`src/rtl/pport_pkg.sv`:
```
package pport_pkg;

  localparam int unsigned OFS_DATA = 0;
  localparam int unsigned OFS_STAT = 1;
  localparam int unsigned OFS_CTRL = 2;

  typedef struct packed {
    logic busy;
    logic ack_n;
    logic pe;
    logic slct;
    logic err_n;
  } pin_stat_t;

  // Number of clocks in a timeout window of ns nanoseconds.
  function automatic int unsigned tmo_cycles(longint unsigned clk_hz,
                                             longint unsigned ns);
    longint unsigned prod;
    prod = clk_hz * ns;
    return int'(prod / 64'd1_000_000_000);
  endfunction

  // Status byte assembled from the synchronized pins and the flag.
  function automatic logic [7:0] pack_status(pin_stat_t s, logic flag);
    return {~s.busy, s.ack_n, s.pe, s.slct, s.err_n, 2'b00, flag};
  endfunction

endpackage

```
`src/rtl/pport_sync.sv`:
```
module pport_sync #(
  parameter int W = 1
) (
  input  logic         clk,
  input  logic         rst_n,
  input  logic [W-1:0] d,
  output logic [W-1:0] q
);
  logic [W-1:0] meta_q;

  always_ff @(posedge clk or negedge rst_n) begin
    if (!rst_n) begin
      meta_q <= '0;
      q      <= '0;
    end else begin
      meta_q <= d;
      q      <= meta_q;
    end
  end
endmodule

```
`src/rtl/pport_tmo.sv`:
```
module pport_tmo #(
  parameter int unsigned LIMIT = 500
) (
  input  logic clk,
  input  logic rst_n,
  input  logic enable,
  input  logic start,
  input  logic rsp,
  input  logic clr,
  output logic flag,
  output logic hit
);
  localparam int CW = $clog2(LIMIT + 1);

  logic          active_q;
  logic [CW-1:0] cnt_q;

  assign hit = active_q && !rsp && (cnt_q == CW'(LIMIT - 1));

  always_ff @(posedge clk or negedge rst_n) begin
    if (!rst_n) begin
      active_q <= 1'b0;
      cnt_q    <= '0;
    end else if (!enable || hit) begin
      active_q <= 1'b0;
    end else if (start) begin
      active_q <= 1'b1;
      cnt_q    <= '0;
    end else if (active_q && rsp) begin
      active_q <= 1'b0;
    end else if (active_q) begin
      cnt_q <= cnt_q + 1'b1;
    end
  end

  always_ff @(posedge clk or negedge rst_n) begin
    if (!rst_n)   flag <= 1'b0;
    else if (hit) flag <= 1'b1;
    else if (clr) flag <= 1'b0;
  end

  assert_cnt_bound_R9: assert property (@(posedge clk) disable iff (!rst_n)
    active_q |-> (cnt_q < CW'(LIMIT)));
  assert_hit_sets_R9: assert property (@(posedge clk) disable iff (!rst_n)
    hit |=> flag);
  assert_rsp_stops_R9: assert property (@(posedge clk) disable iff (!rst_n)
    (active_q && rsp && !start) |=> !active_q);
  assert_spp_idle_R12: assert property (@(posedge clk) disable iff (!rst_n)
    !enable |=> !active_q);
  assert_clr_R10: assert property (@(posedge clk) disable iff (!rst_n)
    (clr && !hit) |=> !flag);
endmodule

```
`src/rtl/pport_regs.sv`:
```
module pport_regs
  import pport_pkg::*;
#(
  parameter longint unsigned CLK_HZ = 50_000_000,
  parameter longint unsigned TMO_NS = 10_000,
  parameter int              AW     = 3
) (
  input  logic          clk,
  input  logic          rst_n,
  input  logic [AW-1:0] cpu_addr,
  input  logic          cpu_wr,
  input  logic [7:0]    cpu_wdata,
  input  logic          cpu_rd,
  output logic [7:0]    cpu_rdata,
  input  logic          epp_mode,
  input  logic          epp_start,
  input  logic          epp_rsp,
  output logic [7:0]    pd_out,
  output logic          pd_oe,
  input  logic [7:0]    pd_in,
  output logic          strobe_n,
  output logic          autofd_n,
  output logic          init_n,
  output logic          selin_n,
  input  logic          busy,
  input  logic          ack_n,
  input  logic          pe,
  input  logic          slct,
  input  logic          err_n
);
  localparam int unsigned TMO_LIMIT = tmo_cycles(CLK_HZ, TMO_NS);

  logic [7:0] data_q;
  logic [5:0] ctrl_q;
  logic [7:0] snap_q;
  pin_stat_t  pins_s;
  logic       rsp_s;
  logic       tmo_flag, tmo_hit;

  // Named access events.
  logic sel_data, sel_stat, sel_ctrl, sel_oor;
  logic wr_data, wr_ctrl, wr_oor, tmo_clr;

  assign sel_data = (cpu_addr == AW'(OFS_DATA));
  assign sel_stat = (cpu_addr == AW'(OFS_STAT));
  assign sel_ctrl = (cpu_addr == AW'(OFS_CTRL));
  assign sel_oor  = !(sel_data || sel_stat || sel_ctrl);
  assign wr_data  = cpu_wr && sel_data;
  assign wr_ctrl  = cpu_wr && sel_ctrl;
  assign wr_oor   = cpu_wr && sel_oor;
  assign tmo_clr  = cpu_wr && sel_stat && cpu_wdata[0];

  pport_sync #(.W(6)) u_sync (
    .clk   (clk),
    .rst_n (rst_n),
    .d     ({busy, ack_n, pe, slct, err_n, epp_rsp}),
    .q     ({pins_s, rsp_s})
  );

  pport_tmo #(.LIMIT(TMO_LIMIT)) u_tmo (
    .clk    (clk),
    .rst_n  (rst_n),
    .enable (epp_mode),
    .start  (epp_start),
    .rsp    (rsp_s),
    .clr    (tmo_clr),
    .flag   (tmo_flag),
    .hit    (tmo_hit)
  );

  always_ff @(posedge clk or negedge rst_n) begin
    if (!rst_n) begin
      data_q <= '0;
      ctrl_q <= '0;
    end else begin
      if (wr_data) data_q <= cpu_wdata;
      if (wr_ctrl) ctrl_q <= cpu_wdata[5:0];
    end
  end

  // Status snapshot tracks the pins except during a read cycle.
  always_ff @(posedge clk or negedge rst_n) begin
    if (!rst_n)       snap_q <= '0;
    else if (!cpu_rd) snap_q <= pack_status(pins_s, tmo_flag);
  end

  always_comb begin
    cpu_rdata = 8'h00;
    if (sel_data)      cpu_rdata = epp_mode ? data_q : pd_in;
    else if (sel_stat) cpu_rdata = snap_q;
    else if (sel_ctrl) cpu_rdata = {2'b00, ctrl_q};
  end

  assign pd_out   = data_q;
  assign pd_oe    = ~ctrl_q[5];
  assign strobe_n = ~ctrl_q[0];
  assign autofd_n = ~ctrl_q[1];
  assign init_n   =  ctrl_q[2];
  assign selin_n  = ~ctrl_q[3];

  assert_data_wr_R2: assert property (@(posedge clk) disable iff (!rst_n)
    wr_data |=> (pd_out == $past(cpu_wdata)));
  assert_ctrl_pins_R7: assert property (@(posedge clk) disable iff (!rst_n)
    wr_ctrl |=> (strobe_n == !$past(cpu_wdata[0]) &&
                 autofd_n == !$past(cpu_wdata[1]) &&
                 init_n   ==  $past(cpu_wdata[2]) &&
                 selin_n  == !$past(cpu_wdata[3])));
  assert_dir_R8: assert property (@(posedge clk) disable iff (!rst_n)
    wr_ctrl |=> (pd_oe == !$past(cpu_wdata[5])));
  assert_freeze_R5: assert property (@(posedge clk) disable iff (!rst_n)
    cpu_rd |=> $stable(snap_q));
  assert_oor_wr_R11: assert property (@(posedge clk) disable iff (!rst_n)
    wr_oor |=> ($stable(pd_out) && $stable(strobe_n) && $stable(pd_oe)));
  assert_stat_zero_R4: assert property (@(posedge clk) disable iff (!rst_n)
    sel_stat |-> (cpu_rdata[2:1] == 2'b00));
  assert_ctrl_hi_R6: assert property (@(posedge clk) disable iff (!rst_n)
    sel_ctrl |-> (cpu_rdata[7:6] == 2'b00));
endmodule

```
`config.mk`:
```
export PLATFORM = sky130hd
export DESIGN_NAME = pport_regs
export DESIGN_NICKNAME = d
export VERILOG_FILES = /design/src/rtl/pport_pkg.sv /design/src/rtl/pport_sync.sv /design/src/rtl/pport_tmo.sv /design/src/rtl/pport_regs.sv
export SDC_FILE = /design/constraint.sdc
export NUM_CORES = 1
export LEC_CHECK = 0
export ABC_AREA = 0
export BUFFER_PORTS_ARGS = -buffer_cell sky130_fd_sc_hd__clkbuf_2
export CAP_MARGIN = 40
export CORE_ASPECT_RATIO = 1.2
export CORE_MARGIN = 2
export CORE_UTILIZATION = 55
export DETAILED_ROUTE_END_ITERATION = 10
export PLACE_DENSITY_LB_ADDON = 0.05
export SETUP_SLACK_MARGIN = 0.5
export SYNTH_ARGS = -nofsm -noshare
export SYNTH_HDL_FRONTEND = slang
export SYNTH_SLANG_ARGS = --single-unit
```
`constraint.sdc`:
```
create_clock -name clk -period 2.9 [get_ports clk]
set_clock_uncertainty 0.1 [all_clocks]
set_input_delay 0.29 -clock clk [delete_from_list [all_inputs] [get_ports clk]]
set_output_delay 0.29 -clock clk [all_outputs]
set_load 0.02 [all_outputs]
```
-- Word-level counts from Yosys, hierarchy flattened
Index checks and enable logic that the tools add are counted.
- bits of input ports: 31
- logic and storage cells: 46
- output and inout port bits: 21
- bits in registers: 43
- $add $sub $neg: 1
- equality and inequality tests: 4
- mux-type cells: 12
- bitwise gates (word level): 6
- reductions and logical operators: 15
- operators with widths (operator ; count):
    2-to-1 mux 9 bit ; 3
    2-to-1 mux 8 bit ; 3
    adder 9 x 1 -> 9 bit (second input constant) ; 1
    == test 9 bit (second input constant) ; 1
    logical AND 1 bit ; 7
    2-to-1 mux 6 bit ; 1
    NOT 1 bit ; 6
    2-to-1 mux 1 bit ; 5
    nonzero test 2 bit ; 2
    == test 3 x 1 -> 1 bit (second input constant) ; 1
    == test 3 x 2 -> 1 bit (second input constant) ; 1
    zero test 3 bit ; 1
    AND reduction 3 bit ; 1
    nonzero test 3 bit ; 1
    zero test 1 bit ; 2
    inequality test 2 bit (second input constant) ; 1
    logical OR 1 bit ; 1

-- Logic depth before layout (Yosys ltp)
Gate-level depths: netlist (run 1).
- word-level depth: 6
- mapped depth: 6
- mapped depth without buffers: 6

-- Modules after synthesis
Synthesis (run 1) repeated with hierarchy kept, for this count alone.
- cell total of the unflattened synthesis: 162
- area, all modules: 2039.5 um2
- modules (own cells, without submodules) (module ; instances ; cells each ; seq. area each (um2) ; area each (um2)):
    pport_regs ; 1 ; 85 ; 500.5 ; 1089.8
    pport_tmo ; 1 ; 65 ; 275.3 ; 649.4
    pport_sync ; 1 ; 12 ; 300.3 ; 300.3

-- Worst setup path after synthesis (run 1)
Ideal clock, no wire load.
- path type: input-to-output
- start: in cpu_addr[0]
- end: out cpu_rdata[1]
- setup slack: 723 ps
- data arrival time: 1787 ps
- buffers on the path: 2
- required time: 2510 ps
- stages on the path: 3
- path through: clkbuf_1 -> buf_1 -> a2111oi_0
- longest elaborated chain between the ends: 4
- elaborated cells on any way between the ends: 6
- classes of those cells: eq/ne: 2; mux: 3; reduce/logical: 1
- RTL lines (item ; RTL line ; source):
    start, declared ; pport_regs.sv:10 ; input logic [AW-1:0] cpu_addr,
    == test 3 x 2 -> 1 bit ; pport_regs.sv:46 ; assign sel_ctrl = (cpu_addr == AW'(OFS_CTRL));
    2-to-1 mux 6 bit ; pport_regs.sv:91 ; else if (sel_ctrl) cpu_rdata = {2'b00, ctrl_q};
    2-to-1 mux 8 bit ; pport_regs.sv:90 ; else if (sel_stat) cpu_rdata = snap_q;
    2-to-1 mux 8 bit * ; pport_regs.sv:89 ; if (sel_data) cpu_rdata = epp_mode ? data_q : pd_in;
    end, declared ; pport_regs.sv:14 ; output logic [7:0] cpu_rdata,
Every way passes the cells marked *; elsewhere a longest branch is shown, timed or not.

-- Worst setup path after layout (run 1)
- start: reg u_tmo.cnt_q[0]
- end: reg u_tmo.cnt_q[1]
- longest elaborated chain between the ends: 5
- elaborated cells on any way between the ends: 9
- classes of those cells: add/sub: 1; eq/ne: 1; mux: 3; bitwise: 1; reduce/logical: 3
- RTL lines (item ; RTL line ; source):
    start, declared ; pport_tmo.sv:16 ; logic [CW-1:0] cnt_q;
    start signal, assigned ; pport_tmo.sv:32 ; cnt_q <= cnt_q + 1'b1;
    parallel branches: the longest is 5 deep, another holds adder 9 x 1 -> 9 bit ; n/a ;
Parallel ways; which one is timed is not known. The select of a mux whose other input is x is not followed.
A chain may end at the register's enable or synchronous reset.

==> metrics.txt, run 1 <==
outcome finished clean; largest net degree at the start of global routing 29; HP Class primary input to register; utilization after layout 0.7127; Syn Nets 205; Setup Total Neg Slack 0 ns; gpl congestion 0.8834; Worst setup SP type register; GRT Overall Usage 0.2344; antenna cells 0; Post-DRT Antenna Nets 0; Routed WL 4177 um; first-pass GRT wire length 7210 um; Final setup violation count 0; dpl hpwl 3058 um; Final Cell Area 2400 sq um; Slew Limit Fails 0; peak supply drop 0.0005282 V; FF-to-FF setup slack 1.04 ns; CTS tree done; Period minus WS final 1.862 ns; max-capacitance violation count 0; layout cells sized above 1 0.3648; NumNets Final 264; WHS Path Cells 3; Via Count 1521; Reg clk slew, reported paths 0.08 ns; post-cts resize count 0; synth unique cells 38; sw frac 0.2980; CTS sink cnt 43; sequential area share after synthesis 0.5552; num ports 52; Switch Pwr 0.4223 mW; placed instance area 2231 sq um; DR iter-0 viols 59; routed vias/inst 5.633; Reg power frac 0.513; die height 69.03 um; Core ar. 3367 sq um; HP Start cpu_wdata[5]; power density over the cells 590.6 nW/um^2; Fillers 260; vias in the first global route 1539; Worst setup EP type register; Pre-antenna DRT Iters 5; CP Class register to register; Worst R2R End u_tmo.cnt_q[1]$_DFFE_PN0P_; die area 4017 sq um; DIE WIDTH 58.19 um; grt total ovfl 0; Final Hold Fails 0; initial antenna violation count 0; H-tree depth 2; Leak 1.149 nW; period utilisation layout 0.6422; Least-Margin Pin Slew 0.6378 ns; std cell rows 23; Worst R2R Start u_tmo.cnt_q[0]$_DFFE_PN0P_; slew margin rel. 0.5725; Synth top area share 0.5552; total CTS buffers 5; Synth Instances 173; setup repair after global routing missed its margin no; Syn-to-layout area delta 23.82%; combinational share of power 0.204; #FFs+latches synth 43; drt drc 0; max frequency 0.5370 GHz; maximum clock path buffer count 2; Synth Area per Inst 11.20 sq um; worst path arrival time 1.94 ns; Clk pwr share 0.282; cell internal pwr 0.9950 mW; Clock Latency Late Sink 0.30 ns; Clock Tree Root clkbuf_8; initial core utilization 0.5756; number of synthesis warnings 0; Worst EP required 2.98 ns; critical-path maximum fanout 6; Synth area leaders dfrtp_1 56%, mux2_2 8.7%, mux2i_1 4.1%; # port buffers 51; Reg2Reg Depth 6; WL/cell 15.47 um; Synth area leader dfrtp_1; Hold Crit Endpoint ctrl_q[5]$_DFFE_PN0P_; mapped cell area 1938 sq um
-- synth_stat cells --
master	n
a31oi_1	1
o21ai_0	15
nand3_1	2
a41o_1	1
and4_1	1
a2111oi_0	1
and4_2	1
and4_4	1
clkbuf_1	4
and3_1	1
mux2i_1	8
nor2_2	1
ha_1	1
nand2_1	20
and3_2	1
a221o_1	1
o211ai_1	1
o211ai_2	1
dfrtp_1	43
buf_1	1
mux2_4	1
nor3_2	2
a211oi_1	1
mux2_2	15
nand2b_1	5
buf_2	2
nor2b_1	4
inv_1	7
and4bb_4	1
nor2_1	8
and2b_1	2
a2111o_1	1
o22a_1	4
inv_2	1
nand4_1	1
nor3_1	4
a22o_1	1
a21oi_1	7
-- layer usage --
metal / vias to the layer above / wire, um / track usage
li1: 724 / - / -
met1: 744 / 1750 / 0.2969
met2: 43 / 2167 / 0.3965
met3: 10 / 172 / 0.04878
met4: 0 / 86 / 0.07235
met5: - / 0 / 0
-- area by class of cell --
type	instances	area [sq um]	share of cell area
multi-input cells	115	803.3	0.3347
clock inverters	2	16.27	0.006778
clock buffers	6	82.58	0.03441
inverters	8	30.03	0.01251
flip-flops and latches	43	1076	0.4484
well taps	37	46.29	0.01929
repair buffers	59	345.3	0.1439
-- sequential cells by signal, summed over array words and instances (netlist names) --
register and cells:
pd_out 8, u_tmo.cnt_q 9, u_tmo.flag 1, snap_q 6, u_sync.meta_q 6, u_sync.q 6
u_tmo.active_q 1, ctrl_q 6
-- critical path, cell delays in order (launching register included) --
cell and delay, ns:
dfrtp_1 0.42, ha_1 0.26, and4bb_4 0.22, nand3_1 0.11
o211ai_2 0.18, inv_2 0.15, mux2_4 0.31
-- placed cells by master, fill, tap and decap left out, types with 6 or more instances in the layout --
cell type / instances
dlygate4sd3_1: 7
dfrtp_1: 43
inv_1: 7
mux2_2: 15
nand2_1: 20
a21oi_1: 7
mux2i_1: 8
o21ai_0: 15
nor2_1: 8
clkbuf_2: 51
clkbuf_8: 6
-- logic make-up (layout without fill, tap and decap cells) --
family,Yosys count,after routing,share of synthesized area
and+or+nand+nor,55,55,0.1543
DFF,43,43,0.5552
AOI/OAI and AO/OA,35,35,0.1175
muxes,24,24,0.1362
buffers and inverters,15,75,0.03034
adders and majority gates,1,1,0.006455
-- worst max-delay path by stage --
stage                                          start                         end  cells past startpoint
after global placement    u_tmo.cnt_q[0]$_DFFE_PN0P_  u_tmo.cnt_q[1]$_DFFE_PN0P_                      6
after detailed placement  u_tmo.cnt_q[0]$_DFFE_PN0P_  u_tmo.cnt_q[1]$_DFFE_PN0P_                      6
final                     u_tmo.cnt_q[0]$_DFFE_PN0P_  u_tmo.cnt_q[1]$_DFFE_PN0P_                      6
after CTS                 u_tmo.cnt_q[0]$_DFFE_PN0P_  u_tmo.cnt_q[1]$_DFFE_PN0P_                      6
after floorplan                          cpu_addr[0]                cpu_rdata[1]                      3
after global routing                        epp_mode                cpu_rdata[1]                      5
-- stage by stage --
stage	hold slack [ns]	worst slack, ns	total power [mW]	std cells
6_report	0.1149	1.038	1.417	270
3_3_place_gp	0.2328	1.131	1.008	254
2_1_floorplan	-0.1056	0.7226	0.9063	173
5_1_grt	0.1214	0.9522	1.491	270
3_5_place_dp	0.1530	1.075	1.023	255
4_1_cts	0.1109	1.058	1.428	270
-- power by group through the flow --
stage | Sequential (mW) | Combinational [mW] | Clock [mW]
finish | 0.728 | 0.290 | 0.400
global route | 0.740 | 0.320 | 0.431
CTS | 0.727 | 0.292 | 0.409
detailed placement | 0.739 | 0.284 | 0
global placement | 0.734 | 0.274 | 0
floorplan | 0.760 | 0.146 | 0
-- what timing repair did --
| action | in CTS | in global routing |
|---|---|---|
| buffers inserted | 0 | 0 |
| hold buffers | 7 | 0 |
| endpoints found under the hold margin | 21 | 0 |
Note: power is estimated with default switching activity, not from simulation.
==> run 2: changes to the inputs <==
CORE_UTILIZATION = 47   (was 55)
clock period = 1.6 ns   (was 2.9 ns; I/O delays follow)
==> run 2 against run 1 <==
Compared with the run above:
- the flow now finishes with violations (negative setup slack)
- sequential power up 83%
- wire length up 42%
- flip-flop and latch count unchanged
- combinational power rose to 3.9 times the previous value
- global-route usage down 0.47 points
- die area up 16%
- non-clock buffer count up 46
- largest power group unchanged
==> metrics.txt, run 2 (synthesized netlist as in run 1, its figures left out) <==
num ports 52; Syn-to-layout area delta 67.40%; total CTS buffers 5; sw frac 0.3104; max-capacitance violation count 0; Post-DRT Antenna Nets 0; met2 Use GR 0.4241; Reg power frac 0.413; Fillers 235; Pre-antenna DRT Iters 4; combinational share of power 0.354; Period minus WS final 1.721 ns; antenna cells 0; Worst EP required 1.74 ns; slowest stage cell on the critical path a2111o_1; Final Power 3.215 mW; peak supply drop 0.0007365 V; setup repair after global routing missed its margin yes; slew margin rel. 0.6752; cell internal pwr 2.217 mW; grt total ovfl 0; routed vias/inst 5.426; std cell rows 25; Final Hold Fails 0; largest net degree at the start of global routing 24; Core ar. 3941 sq um; CP Class register to register; vias in the first global route 1836; NumNets Final 310; M3 GR Usage 0.04690; Largest Register u_tmo.cnt_q; WL/cell 17.79 um; worst setup margin -0.1210 ns; Most Crowded Layer GR met2; initial core utilization 0.4917; cell family with most CP delay compound AO/OA/AOI/OAI gates; maximum clock path buffer count 2; DIE WIDTH 62.62 um; period utilisation layout 1.076; DR iter-0 viols 92; Final setup violation count 10; initial antenna violation count 0; FF-to-FF setup slack -0.12 ns; commonest non-fill, non-tap cells in the layout 36 x dfrtp_1, 28 x clkbuf_2, 24 x buf_4; # port buffers 51; gpl congestion 0.8562; Clock Latency Late Sink 0.30 ns; drt drc 0; most common cell after layout, fill and taps aside dfrtp_1; Worst setup EP type register; failing checks negative setup slack; tightest hold margin 0.006844 ns; CTS sink cnt 43; dpl hpwl 3386 um; met1 Track Usage GR 0.2733; critical-path maximum fanout 6; H-tree depth 2; Switch Pwr 0.9979 mW; die area 4655 sq um; layout cells sized above 1 0.5556; Least-Margin Pin Slew 0.4872 ns; Leak 1.495 nW; Via Count 1807; power density over the cells 990.8 nW/um^2; Clk pwr share 0.234; HP Class primary input to register; Slew Limit Fails 0; Worst setup SP type register; GRT Overall Usage 0.2296; max reg flops 9; outcome finished with violations; DP Worst Slack -0.1237 ns; worst path arrival time 1.86 ns; Largest stage delay, worst path 0.47 ns; CTS tree done; Clock Tree Root clkbuf_8; Routed WL 5924 um; max frequency 0.5811 GHz; die height 74.35 um; Reg clk slew, reported paths 0.09 ns; first-pass GRT wire length 8245 um; CP bufs+invs 0; CP Cell Sequence ha_2 > and4bb_4 > a2111o_1 > nor2_1 > o22a_1
run 2: changes by cell type in the layout (fill, tap and decap cells not counted), moves of 7 or more:
cell / change
dfrtp_1: -7
buf_6: +20
buf_8: +16
buf_4: +24
mux2_2: -10
dfrtp_2: +7
mux2_4: +10
clkbuf_2: -23
run 2: stage by stage:
stage | cell area, sq um | utilization | TNS (ns) | cells
3_3_place_gp | 2496 | 0.6333 | -0.3423 | 287
6_report | 3244 | 0.8232 | -0.7279 | 333
2_1_floorplan | 2101 | - | -0.2534 | 173
3_5_place_dp | 2496 | 0.6333 | -0.6244 | 287
5_1_grt | 3244 | 0.8232 | -1.489 | 333
4_1_cts | 3040 | 0.7714 | -0.4702 | 320
run 2: power by group through the flow:
stage / Sequential (mW) / Clock [mW] / Combinational (mW)
3_5_place_dp: 1.34 / 0 / 0.640
4_1_cts: 1.31 / 0.760 / 0.936
2_1_floorplan: 1.39 / 0 / 0.341
6_report: 1.33 / 0.751 / 1.14
3_3_place_gp: 1.32 / 0 / 0.626
5_1_grt: 1.34 / 0.824 / 1.20
run 2: final timing paths:
check / startpoint / to / depth (start not counted)
min reg2reg: u_sync.meta_q[1]$_DFF_PN0_ / u_sync.q[1]$_DFF_PN0_ / 0
min: cpu_wdata[0] / ctrl_q[0]$_DFFE_PN0P_ / 3
max: u_tmo.cnt_q[1]$_DFFE_PN0P_ / u_tmo.cnt_q[4]$_DFFE_PN0P_ / 5
max in group asynchronous: rst_n / pd_out[7]$_DFFE_PN0P_ / 3
min in group asynchronous: rst_n / ctrl_q[1]$_DFFE_PN0P_ / 2
max reg2reg: u_tmo.cnt_q[1]$_DFFE_PN0P_ / u_tmo.cnt_q[4]$_DFFE_PN0P_ / 5
run 2: area by class of cell:
cell class / count / area (sq um) / share of cell area
sequential: 43 / 1085 / 0.3344
multi-input combinational: 115 / 992.2 / 0.3058
timing repair buffer: 105 / 974.7 / 0.3004
inverter: 8 / 30.03 / 0.009256
clock inverter: 3 / 26.28 / 0.008099
clock buffer: 5 / 68.82 / 0.02121
tap: 54 / 67.56 / 0.02083
run 2: worst min-delay path, cell delays in order:
cell      delay, ns
clkbuf_2       0.10
nand2_1        0.05
o21ai_0        0.06
run 2: routing by layer:
| layer | vias up | wire, um |
|---|---|---|
| met2 | 73 | 3221 |
| met1 | 899 | 2281 |
| li1 | 820 | - |
| met4 | 0 | 139 |
| met5 | - | 0 |
| met3 | 15 | 282 |
run 2: timing repair:
item                                    4_1_cts  5_1_grt
setup buffers                                13       13
endpoints found under the setup margin       40       59
pin swaps                                    14        6
endpoints found under the hold margin        31        0
hold buffers                                 12        0
gates resized for setup                      55       43
